<file path="src/rtl/tsm_pkg.sv">
package tsm_pkg;

    localparam int SLOTS      = 32;
    localparam int SLOT_BITS  = 8;
    localparam int CHAN_W     = 8;
    localparam int T1_SLOTS   = 24;
    localparam int SLOT_W     = $clog2(SLOTS);
    localparam int BIT_W      = $clog2(SLOT_BITS);
    localparam int IDX_W      = SLOT_W + BIT_W;
    localparam int FRAME_BITS = SLOTS * SLOT_BITS;
    localparam int POS_W      = $clog2(FRAME_BITS + 1);
    localparam int ENTRY_W    = CHAN_W + 4;

    typedef enum logic [1:0] {
        LB_OFF   = 2'd0,
        LB_LINE  = 2'd1,
        LB_LOCAL = 2'd2,
        LB_BOTH  = 2'd3
    } tsm_lb_e;

    typedef struct packed {
        logic              en;
        logic              r56;
        tsm_lb_e           lb;
        logic [CHAN_W-1:0] chan;
    } tsm_slot_t;

    typedef struct packed {
        logic    t1;
        logic    unch;
        tsm_lb_e unch_lb;
    } tsm_mode_t;

    typedef struct packed {
        logic              fbit;
        logic [SLOT_W-1:0] slot;
        logic [BIT_W-1:0]  bitn;
    } tsm_pos_t;

    function automatic logic framed_t1(tsm_mode_t m);
        return m.t1 && !m.unch;
    endfunction

    function automatic logic [POS_W-1:0] last_pos(tsm_mode_t m);
        return framed_t1(m) ? POS_W'(T1_SLOTS * SLOT_BITS) : POS_W'(FRAME_BITS - 1);
    endfunction

    function automatic tsm_pos_t decode_pos(logic [POS_W-1:0] p, tsm_mode_t m);
        tsm_pos_t         d;
        logic [IDX_W-1:0] q;
        q      = framed_t1(m) ? IDX_W'(p - POS_W'(1)) : IDX_W'(p);
        d.fbit = framed_t1(m) && (p == '0);
        d.slot = q[IDX_W-1:BIT_W];
        d.bitn = q[BIT_W-1:0];
        return d;
    endfunction

    function automatic logic lsb_bit(tsm_pos_t d);
        return d.bitn == BIT_W'(SLOT_BITS - 1);
    endfunction

    function automatic logic has_line(tsm_lb_e lb);
        return (lb == LB_LINE) || (lb == LB_BOTH);
    endfunction

    function automatic logic has_local(tsm_lb_e lb);
        return (lb == LB_LOCAL) || (lb == LB_BOTH);
    endfunction

endpackage

</file>
<file path="src/rtl/tsm_frame_pos.sv">
module tsm_frame_pos
    import tsm_pkg::*;
(
    input  logic             clk,
    input  logic             rst,
    input  logic             stb,
    input  logic             fsync,
    input  tsm_mode_t        mode_in,
    output logic [POS_W-1:0] cur_pos,
    output logic             fstart,
    output tsm_mode_t        mode_eff
);

    logic [POS_W-1:0] pos_q;
    tsm_mode_t        mode_q;

    always_comb begin
        cur_pos  = fsync ? '0 : pos_q;
        fstart   = stb && (cur_pos == '0);
        mode_eff = fstart ? mode_in : mode_q;
    end

    always_ff @(posedge clk) begin
        if (rst) begin
            pos_q  <= '0;
            mode_q <= '0;
        end else if (stb) begin
            pos_q <= (cur_pos == last_pos(mode_eff)) ? '0 : cur_pos + POS_W'(1);
            if (fstart) begin
                mode_q <= mode_in;
            end
        end
    end

    // a T1 frame never counts beyond its 193rd bit
    a_r3_t1_bound: assert property (@(posedge clk) disable iff (rst)
        framed_t1(mode_q) |-> (pos_q <= POS_W'(T1_SLOTS * SLOT_BITS)));

    // a sync restarts the frame, so the next bit is position 1
    a_r10_sync_restart: assert property (@(posedge clk) disable iff (rst)
        (stb && fsync) |=> (pos_q == POS_W'(1)));

endmodule

</file>
<file path="src/rtl/tsm_slot_table.sv">
module tsm_slot_table
    import tsm_pkg::*;
(
    input  logic              clk,
    input  logic              rst,
    input  logic              wr_en,
    input  logic [SLOT_W-1:0] wr_addr,
    input  tsm_slot_t         wr_entry,
    input  logic              commit_rx,
    input  logic              commit_tx,
    input  logic [SLOT_W-1:0] rx_idx,
    input  logic [SLOT_W-1:0] tx_idx,
    output tsm_slot_t         rx_entry,
    output tsm_slot_t         tx_entry
);

    tsm_slot_t shadow [SLOTS];
    tsm_slot_t act_rx [SLOTS];
    tsm_slot_t act_tx [SLOTS];

    always_ff @(posedge clk) begin
        for (int i = 0; i < SLOTS; i++) begin
            if (rst) begin
                shadow[i] <= '0;
                act_rx[i] <= '0;
                act_tx[i] <= '0;
            end else begin
                if (wr_en && (wr_addr == SLOT_W'(i))) begin
                    shadow[i] <= wr_entry;
                end
                if (commit_rx) begin
                    act_rx[i] <= shadow[i];
                end
                if (commit_tx) begin
                    act_tx[i] <= shadow[i];
                end
            end
        end
    end

    // the bit at a frame start already sees the freshly loaded entry
    always_comb begin
        rx_entry = commit_rx ? shadow[rx_idx] : act_rx[rx_idx];
        tx_entry = commit_tx ? shadow[tx_idx] : act_tx[tx_idx];
    end

    for (genvar g = 0; g < SLOTS; g++) begin : g_chk
        // active entries move only at a frame start of their direction
        a_r11_rx_hold: assert property (@(posedge clk) disable iff (rst)
            !commit_rx |=> $stable(act_rx[g]));
        a_r11_tx_hold: assert property (@(posedge clk) disable iff (rst)
            !commit_tx |=> $stable(act_tx[g]));
    end

endmodule

</file>
<file path="src/rtl/tsm_rx_lane.sv">
module tsm_rx_lane
    import tsm_pkg::*;
(
    input  logic              clk,
    input  logic              rst,
    input  logic              stb,
    input  logic              data,
    input  tsm_pos_t          pos,
    input  logic              unch,
    input  tsm_lb_e           unch_lb,
    input  tsm_slot_t         entry,
    input  logic              loop_bit,
    output logic [IDX_W-1:0]  idx,
    input  logic [IDX_W-1:0]  peer_idx,
    output logic              peer_bit,
    output logic              vld,
    output logic [CHAN_W-1:0] chan,
    output logic              data_o
);

    logic [FRAME_BITS-1:0] hold;
    tsm_lb_e               lb;
    logic                  active;
    logic                  used;
    logic                  sel;

    always_comb begin
        lb       = unch ? unch_lb : entry.lb;
        active   = unch || entry.en;
        used     = !pos.fbit && (unch || (entry.en && !(entry.r56 && lsb_bit(pos))));
        sel      = (active && has_local(lb)) ? loop_bit : data;
        idx      = {pos.slot, pos.bitn};
        peer_bit = hold[peer_idx];
    end

    always_ff @(posedge clk) begin
        if (rst) begin
            vld    <= 1'b0;
            chan   <= '0;
            data_o <= 1'b0;
            hold   <= '0;
        end else begin
            vld <= stb && used;
            if (stb && used) begin
                chan   <= entry.chan;
                data_o <= sel;
            end
            if (stb && !pos.fbit) begin
                hold[idx] <= data;
            end
        end
    end

    // the framing bit never reaches a channel
    a_r3_fbit_silent: assert property (@(posedge clk) disable iff (rst)
        (stb && pos.fbit) |=> !vld);

    // the LSB of a 56k slot is dropped on receive
    a_r4_lsb_dropped: assert property (@(posedge clk) disable iff (rst)
        (stb && !unch && entry.r56 && lsb_bit(pos)) |=> !vld);

    // disabled slots stay silent
    a_r5_rx_disabled: assert property (@(posedge clk) disable iff (rst)
        (stb && !unch && !entry.en) |=> !vld);

    // unchannelized mode forwards every bit
    a_r9_unch_every_bit: assert property (@(posedge clk) disable iff (rst)
        (stb && unch) |=> vld);

    // a valid pulse always follows a strobe
    a_r2_vld_after_stb: assert property (@(posedge clk) disable iff (rst)
        vld |-> $past(stb));

endmodule

</file>
<file path="src/rtl/tsm_tx_lane.sv">
module tsm_tx_lane
    import tsm_pkg::*;
(
    input  logic              clk,
    input  logic              rst,
    input  logic              stb,
    input  tsm_pos_t          pos,
    input  logic              unch,
    input  tsm_lb_e           unch_lb,
    input  tsm_slot_t         entry,
    input  logic              hdlc_bit,
    input  logic              loop_bit,
    output logic [IDX_W-1:0]  idx,
    input  logic [IDX_W-1:0]  peer_idx,
    output logic              peer_bit,
    output logic              req,
    output logic [CHAN_W-1:0] req_chan,
    output logic              line
);

    logic [FRAME_BITS-1:0] hold;
    tsm_lb_e               lb;
    logic                  active;
    logic                  line_loop;
    logic                  send;
    logic                  nxt_line;

    always_comb begin
        lb        = unch ? unch_lb : entry.lb;
        active    = unch || entry.en;
        line_loop = active && has_line(lb);
        send      = !pos.fbit && active && !line_loop &&
                    (unch || !(entry.r56 && lsb_bit(pos)));
        req       = stb && send;
        req_chan  = entry.chan;
        idx       = {pos.slot, pos.bitn};
        peer_bit  = hold[peer_idx];
        if (pos.fbit) begin
            nxt_line = 1'b1;
        end else if (line_loop) begin
            nxt_line = loop_bit;
        end else if (send) begin
            nxt_line = hdlc_bit;
        end else begin
            nxt_line = 1'b1;
        end
    end

    always_ff @(posedge clk) begin
        if (rst) begin
            line <= 1'b1;
            hold <= '0;
        end else if (stb) begin
            line <= nxt_line;
            if (!pos.fbit) begin
                hold[idx] <= send ? hdlc_bit : 1'b1;
            end
        end
    end

    // the line only moves on a strobe
    a_r6_line_holds: assert property (@(posedge clk) disable iff (rst)
        !stb |=> $stable(line));

    // the LSB of an unlooped 56k slot goes out as 1
    a_r4_tx_lsb_one: assert property (@(posedge clk) disable iff (rst)
        (stb && !unch && entry.en && entry.r56 && !has_line(entry.lb) &&
         lsb_bit(pos) && !pos.fbit) |=> line);

    // a disabled slot idles at 1
    a_r5_tx_disabled: assert property (@(posedge clk) disable iff (rst)
        (stb && !unch && !entry.en) |=> line);

    // the framing bit goes out as 1
    a_r3_tx_fbit: assert property (@(posedge clk) disable iff (rst)
        (stb && pos.fbit) |=> line);

endmodule

</file>
<file path="src/rtl/tsm_port_mapper.sv">
module tsm_port_mapper
    import tsm_pkg::*;
(
    input  logic               clk,
    input  logic               rst,
    input  logic               cfg_we,
    input  logic [SLOT_W-1:0]  cfg_addr,
    input  logic [ENTRY_W-1:0] cfg_wdata,
    input  logic               cfg_t1,
    input  logic               cfg_unch,
    input  logic [1:0]         cfg_unch_lb,
    input  logic               rx_stb,
    input  logic               rx_fsync,
    input  logic               rx_data,
    output logic               rx_vld,
    output logic [CHAN_W-1:0]  rx_chan,
    output logic               rx_bit,
    input  logic               tx_stb,
    input  logic               tx_fsync,
    input  logic               tx_hdlc_bit,
    output logic               tx_req,
    output logic [CHAN_W-1:0]  tx_req_chan,
    output logic               tx_line
);

    tsm_mode_t         mode_in;
    tsm_mode_t         rx_mode;
    tsm_mode_t         tx_mode;
    logic [POS_W-1:0]  rx_cur;
    logic [POS_W-1:0]  tx_cur;
    logic              rx_fstart;
    logic              tx_fstart;
    tsm_pos_t          rx_pos;
    tsm_pos_t          tx_pos;
    logic [SLOT_W-1:0] rx_tab_idx;
    logic [SLOT_W-1:0] tx_tab_idx;
    tsm_slot_t         rx_entry;
    tsm_slot_t         tx_entry;
    logic [IDX_W-1:0]  rx_idx;
    logic [IDX_W-1:0]  tx_idx;
    logic              rx_peer_bit;
    logic              tx_peer_bit;

    always_comb begin
        mode_in.t1      = cfg_t1;
        mode_in.unch    = cfg_unch;
        mode_in.unch_lb = tsm_lb_e'(cfg_unch_lb);
        rx_pos          = decode_pos(rx_cur, rx_mode);
        tx_pos          = decode_pos(tx_cur, tx_mode);
        rx_tab_idx      = rx_mode.unch ? '0 : rx_pos.slot;
        tx_tab_idx      = tx_mode.unch ? '0 : tx_pos.slot;
    end

    tsm_frame_pos i_rx_pos (
        .clk      (clk),
        .rst      (rst),
        .stb      (rx_stb),
        .fsync    (rx_fsync),
        .mode_in  (mode_in),
        .cur_pos  (rx_cur),
        .fstart   (rx_fstart),
        .mode_eff (rx_mode)
    );

    tsm_frame_pos i_tx_pos (
        .clk      (clk),
        .rst      (rst),
        .stb      (tx_stb),
        .fsync    (tx_fsync),
        .mode_in  (mode_in),
        .cur_pos  (tx_cur),
        .fstart   (tx_fstart),
        .mode_eff (tx_mode)
    );

    tsm_slot_table i_table (
        .clk       (clk),
        .rst       (rst),
        .wr_en     (cfg_we),
        .wr_addr   (cfg_addr),
        .wr_entry  (tsm_slot_t'(cfg_wdata)),
        .commit_rx (rx_fstart),
        .commit_tx (tx_fstart),
        .rx_idx    (rx_tab_idx),
        .tx_idx    (tx_tab_idx),
        .rx_entry  (rx_entry),
        .tx_entry  (tx_entry)
    );

    tsm_rx_lane i_rx (
        .clk      (clk),
        .rst      (rst),
        .stb      (rx_stb),
        .data     (rx_data),
        .pos      (rx_pos),
        .unch     (rx_mode.unch),
        .unch_lb  (rx_mode.unch_lb),
        .entry    (rx_entry),
        .loop_bit (tx_peer_bit),
        .idx      (rx_idx),
        .peer_idx (tx_idx),
        .peer_bit (rx_peer_bit),
        .vld      (rx_vld),
        .chan     (rx_chan),
        .data_o   (rx_bit)
    );

    tsm_tx_lane i_tx (
        .clk      (clk),
        .rst      (rst),
        .stb      (tx_stb),
        .pos      (tx_pos),
        .unch     (tx_mode.unch),
        .unch_lb  (tx_mode.unch_lb),
        .entry    (tx_entry),
        .hdlc_bit (tx_hdlc_bit),
        .loop_bit (rx_peer_bit),
        .idx      (tx_idx),
        .peer_idx (rx_idx),
        .peer_bit (tx_peer_bit),
        .req      (tx_req),
        .req_chan (tx_req_chan),
        .line     (tx_line)
    );

endmodule

</file>
<file path="config.mk">
export PLATFORM = sky130hd
export DESIGN_NAME = tsm_port_mapper
export DESIGN_NICKNAME = d
export VERILOG_FILES = /design/src/rtl/tsm_pkg.sv /design/src/rtl/tsm_frame_pos.sv /design/src/rtl/tsm_slot_table.sv /design/src/rtl/tsm_rx_lane.sv /design/src/rtl/tsm_tx_lane.sv /design/src/rtl/tsm_port_mapper.sv
export SDC_FILE = /design/constraint.sdc
export NUM_CORES = 2
export LEC_CHECK = 0
export ABC_AREA = 1
export BUFFER_PORTS_ARGS = -buffer_cell sky130_fd_sc_hd__buf_2
export CORE_ASPECT_RATIO = 0.7
export CORE_MARGIN = 1.5
export CORE_UTILIZATION = 60
export DETAILED_ROUTE_END_ITERATION = 8
export HOLD_SLACK_MARGIN = 0.02
export PLACE_DENSITY = 0.77
export SKIP_LAST_GASP = 1
export SLEW_MARGIN = 10
export SYNTH_ARGS = -nofsm -noshare
export SYNTH_HDL_FRONTEND = slang
export SYNTH_SLANG_ARGS = --single-unit
</file>
<file path="constraint.sdc">
create_clock -name clk -period 19.1 [get_ports clk]
set_input_delay 1.91 -clock clk [delete_from_list [all_inputs] [get_ports clk]]
set_output_delay 1.91 -clock clk [all_outputs]
set_load 0.05 [all_outputs]
</file>
==> results.json <==
{
  "status": "complete, no violations",
  "intPower_uw": 6030,
  "clockPowerShare_pct": 36.2,
  "place_congestion": 0.9623,
  "tightest_slew_ns": 1.442,
  "critPathLaunchType": "input port",
  "worstHoldEndpoint": "i_rx.chan[1]",
  "drt-pass1-iter-count": 9,
  "instances_no_fill": 11820,
  "cts_resized": 0,
  "routedWlPerCell_um": 23.51,
  "dieArea_um2": 139200,
  "drt_iter0_markers": 14170,
  "fin_util_pct": 64.65,
  "end_kind": "output pin",
  "yosysUniqueCellTypes": 46,
  "rr_worst_depth": 31,
  "fill_cells": 11280,
  "ys_seq_elements": 1635,
  "ys.flop_type": "edfxtp_1",
  "synth_top_area_share_pct": 39.76,
  "ir_drop_uv": 99.74,
  "slew_headroom_pct": 3.643,
  "drc": 0,
  "grt_overflow": 0,
  "numCtsBuffers": 159,
  "synthTopCellsByArea": "edfxtp_1 40%, dfxtp_1 13%, nand2_1 10%, nor2_1 6.4%, inv_1 4.9%",
  "die_height_um": 312.6,
  "core_region_area_um2": 135700,
  "layout-drive-gt1-share_pct": 5.853,
  "place_area_um2": 82600,
  "p_switching_uw": 2726,
  "start_util_pct": 60.53,
  "nNetsFinal": 9936,
  "clock_latency_ns": 0.85,
  "crit-reg2reg-capture": "i_tx.hold[175]",
  "ctsHoldBuffers": 0,
  "power_density_nw_per_um2": 99.78,
  "cts_setup_buffers": 0,
  "clockBufferDepth": 3,
  "syn_avg_cell_area_um2": 7.981,
  "drt_wl_total_mm": 277.9,
  "fmax_mhz": 85.60,
  "synth-edff-count": 1088,
  "synth_nets": 10330,
  "cts-root-buf": "clkbuf_16",
  "grt_max_degree": 198,
  "yosysTopAreaCell": "edfxtp_1",
  "power_frac_seq_pct": 46.4,
  "fp-row-count": 113,
  "grt_pass1_vias": 67080,
  "crit_arrival_ns": 9.77,
  "async_flop_share_pct": 0,
  "rsz0062_at_grt": "false",
  "numClockSinks": 1635,
  "rrSetupSlack_ns": 9.39,
  "hold_viol": 0,
  "antenna_found_initial": 15,
  "period_share_pct": 61.16,
  "synth_cells": 10300,
  "syn_area_um2": 82160,
  "syn_to_final_growth_pct": 6.807,
  "ant_nets": 0,
  "stdcell_area_um2": 87760,
  "ys_seq_area_share_pct": 53.09,
  "finalSetupViolations": 0,
  "via_count": 73920,
  "rr_startpoint": "i_tx_pos.pos_q[0]",
  "die_w_um": 445.3,
  "place_inst": 11520,
  "fin_skew_ns": 0.03783,
  "min_from": "i_rx.chan[1]",
  "crit_fanout": 87,
  "worstHoldPathCells": 2,
  "p_leak_uw": 0.03687,
  "period_minus_slack_ns": 11.68,
  "synthTopCellsByCount": "2,230 x nand2_1, 1,393 x nor2_1, 1,088 x edfxtp_1, 1,075 x inv_1, 743 x nand3_1",
  "cap_violations": 0,
  "path_clk_slew_ns": 0.06,
  "required_ns": 17.19,
  "dpl.hpwl_mm": 162.3,
  "synth.most_common_cell": "nand2_1",
  "h-tree-depth": 4,
  "worstSetupPathType": "in2out",
  "comb_power_share_pct": 17.4,
  "track_usage_pct": 39.13,
  "cts_tree": "built",
  "synth_warnings": 0,
  "ios": 50,
  "viasPerCell": 6.253,
  "p_sw_share_pct": 31.13,
  "hold_path_class": "reg2reg",
  "whs_ns": 0.4635,
  "maxSlewViolCount": 0,
  "portBuffers": 49,
  "fin_tns_setup_ns": 0,
  "grt_pass1_wl_mm": 413.1
}
-- routing by layer --
| metal | share of wire (%) | vias to the layer above | track usage (%) |
|---|---|---|---|
| met3 | 18 | 982 | 15.50 |
| met1 | 37 | 33850 | 55.19 |
| met5 | 0.046 | - | 0.3377 |
| met4 | 4.8 | 12 | 18.38 |
| met2 | 40 | 5969 | 52.36 |
| li1 | - | 33110 | - |
-- cell families (layout without fill, tap and decap cells) --
kind of cell / after synthesis / count (layout) / share of synthesized area, %
multiplexers: 55 / 55 / 0.6700
flip-flops: 1635 / 1635 / 53.09
adder cells (fa/ha/maj): 6 / 6 / 0.09137
AO/OA/AOI/OAI: 1814 / 1814 / 12.08
AND/OR/NAND/NOR: 4884 / 4884 / 24.52
XOR/XNOR: 20 / 20 / 0.2223
other: 0 / 12 / 0
buffers and inverters: 1881 / 1615 / 9.326
-- cell usage in the layout (no fill, tap or decap), drive strengths merged, types with 55 or more instances in the layout --
master | synthesis | layout
nand2 | 2249 | 2249
clkinv | 2 | 63
clkbuf | 468 | 208
o211ai | 230 | 230
a21oi | 714 | 714
dfxtp | 547 | 547
mux2i | 55 | 55
inv | 1119 | 1121
nor3 | 405 | 405
nand3 | 749 | 749
buf | 292 | 204
edfxtp | 1088 | 1088
o21ai | 783 | 783
nor2 | 1436 | 1436
-- how the worst max path moves through the flow --
| stage | cells past startpoint | startpoint | endpoint | slack (ns) |
|---|---|---|---|---|
| floorplan | 9 | tx_fsync | i_table.act_tx[0][0] | 7.56 |
| CTS | 25 | tx_fsync | tx_req_chan[2] | 7.92 |
| detailed placement | 25 | tx_fsync | tx_req_chan[2] | 7.97 |
| finish | 25 | tx_fsync | tx_req_chan[2] | 7.42 |
| global placement | 25 | tx_fsync | tx_req_chan[2] | 8.02 |
| global route | 25 | tx_fsync | tx_req_chan[2] | 7.48 |
-- layout make-up --
cell class | count | area (µm²) | share of cell area [%]
antenna | 12 | 30.03 | 0.03422
clock buffer | 208 | 4274 | 4.870
clock inverter | 82 | 835.8 | 0.9524
inverter | 1121 | 4220 | 4.809
multi-input combinational | 6779 | 31060 | 35.39
sequential | 1635 | 43620 | 49.71
tap | 1782 | 2230 | 2.541
timing repair buffer | 204 | 1488 | 1.695
-- flip-flops by register name, summed over array words and instances, names as in the netlist, 3 cells and up --
| name | count |
|---|---|
| i_tx.hold | 256 |
| i_rx_pos.mode_q | 3 |
| i_table.act_rx | 352 |
| i_rx_pos.pos_q | 9 |
| i_rx.chan | 8 |
| i_table.act_tx | 352 |
| i_tx_pos.pos_q | 9 |
| i_table.shadow | 384 |
| i_rx.hold | 256 |
| i_tx_pos.mode_q | 3 |
-- worst max-delay path, cell delays in order --
cell      delay [ns]
buf_2           0.12
nor2_1          0.25
inv_1           0.17
ha_1            0.25
nand2_1         0.09
nor2_2          0.04
nand3_2         0.05
buf_4           0.40
nand2_2         0.14
nand2_4         0.40
buf_4           0.50
nand2_2         0.28
nand2_1         0.14
nand2_2         0.11
nor2_4          0.62
buf_4           0.87
buf_4           0.93
nand2_1         0.14
nand2_1         0.11
a21oi_1         0.07
o311ai_0        0.81
o311ai_0        0.61
nand3_1         0.20
o21a_1          0.17
buf_2           0.27
-- power groups by stage --
stage	clock, µW	sequential [µW]	combinational [µW]
4_1_cts	3160	4060	1440
3_3_place_gp	0	4130	1410
2_1_floorplan	0	4170	935
3_5_place_dp	0	4140	1440
6_report	3170	4060	1520
5_1_grt	3300	4080	1580
-- through the flow --
step	setup slack, ns	power (µW)
after floorplan	7.562	5107
after global placement	8.022	5542
after detailed placement	7.967	5573
after CTS	7.923	8669
after global routing	7.477	8963
final	7.418	8756
Note: power is estimated with default switching activity, not from simulation.
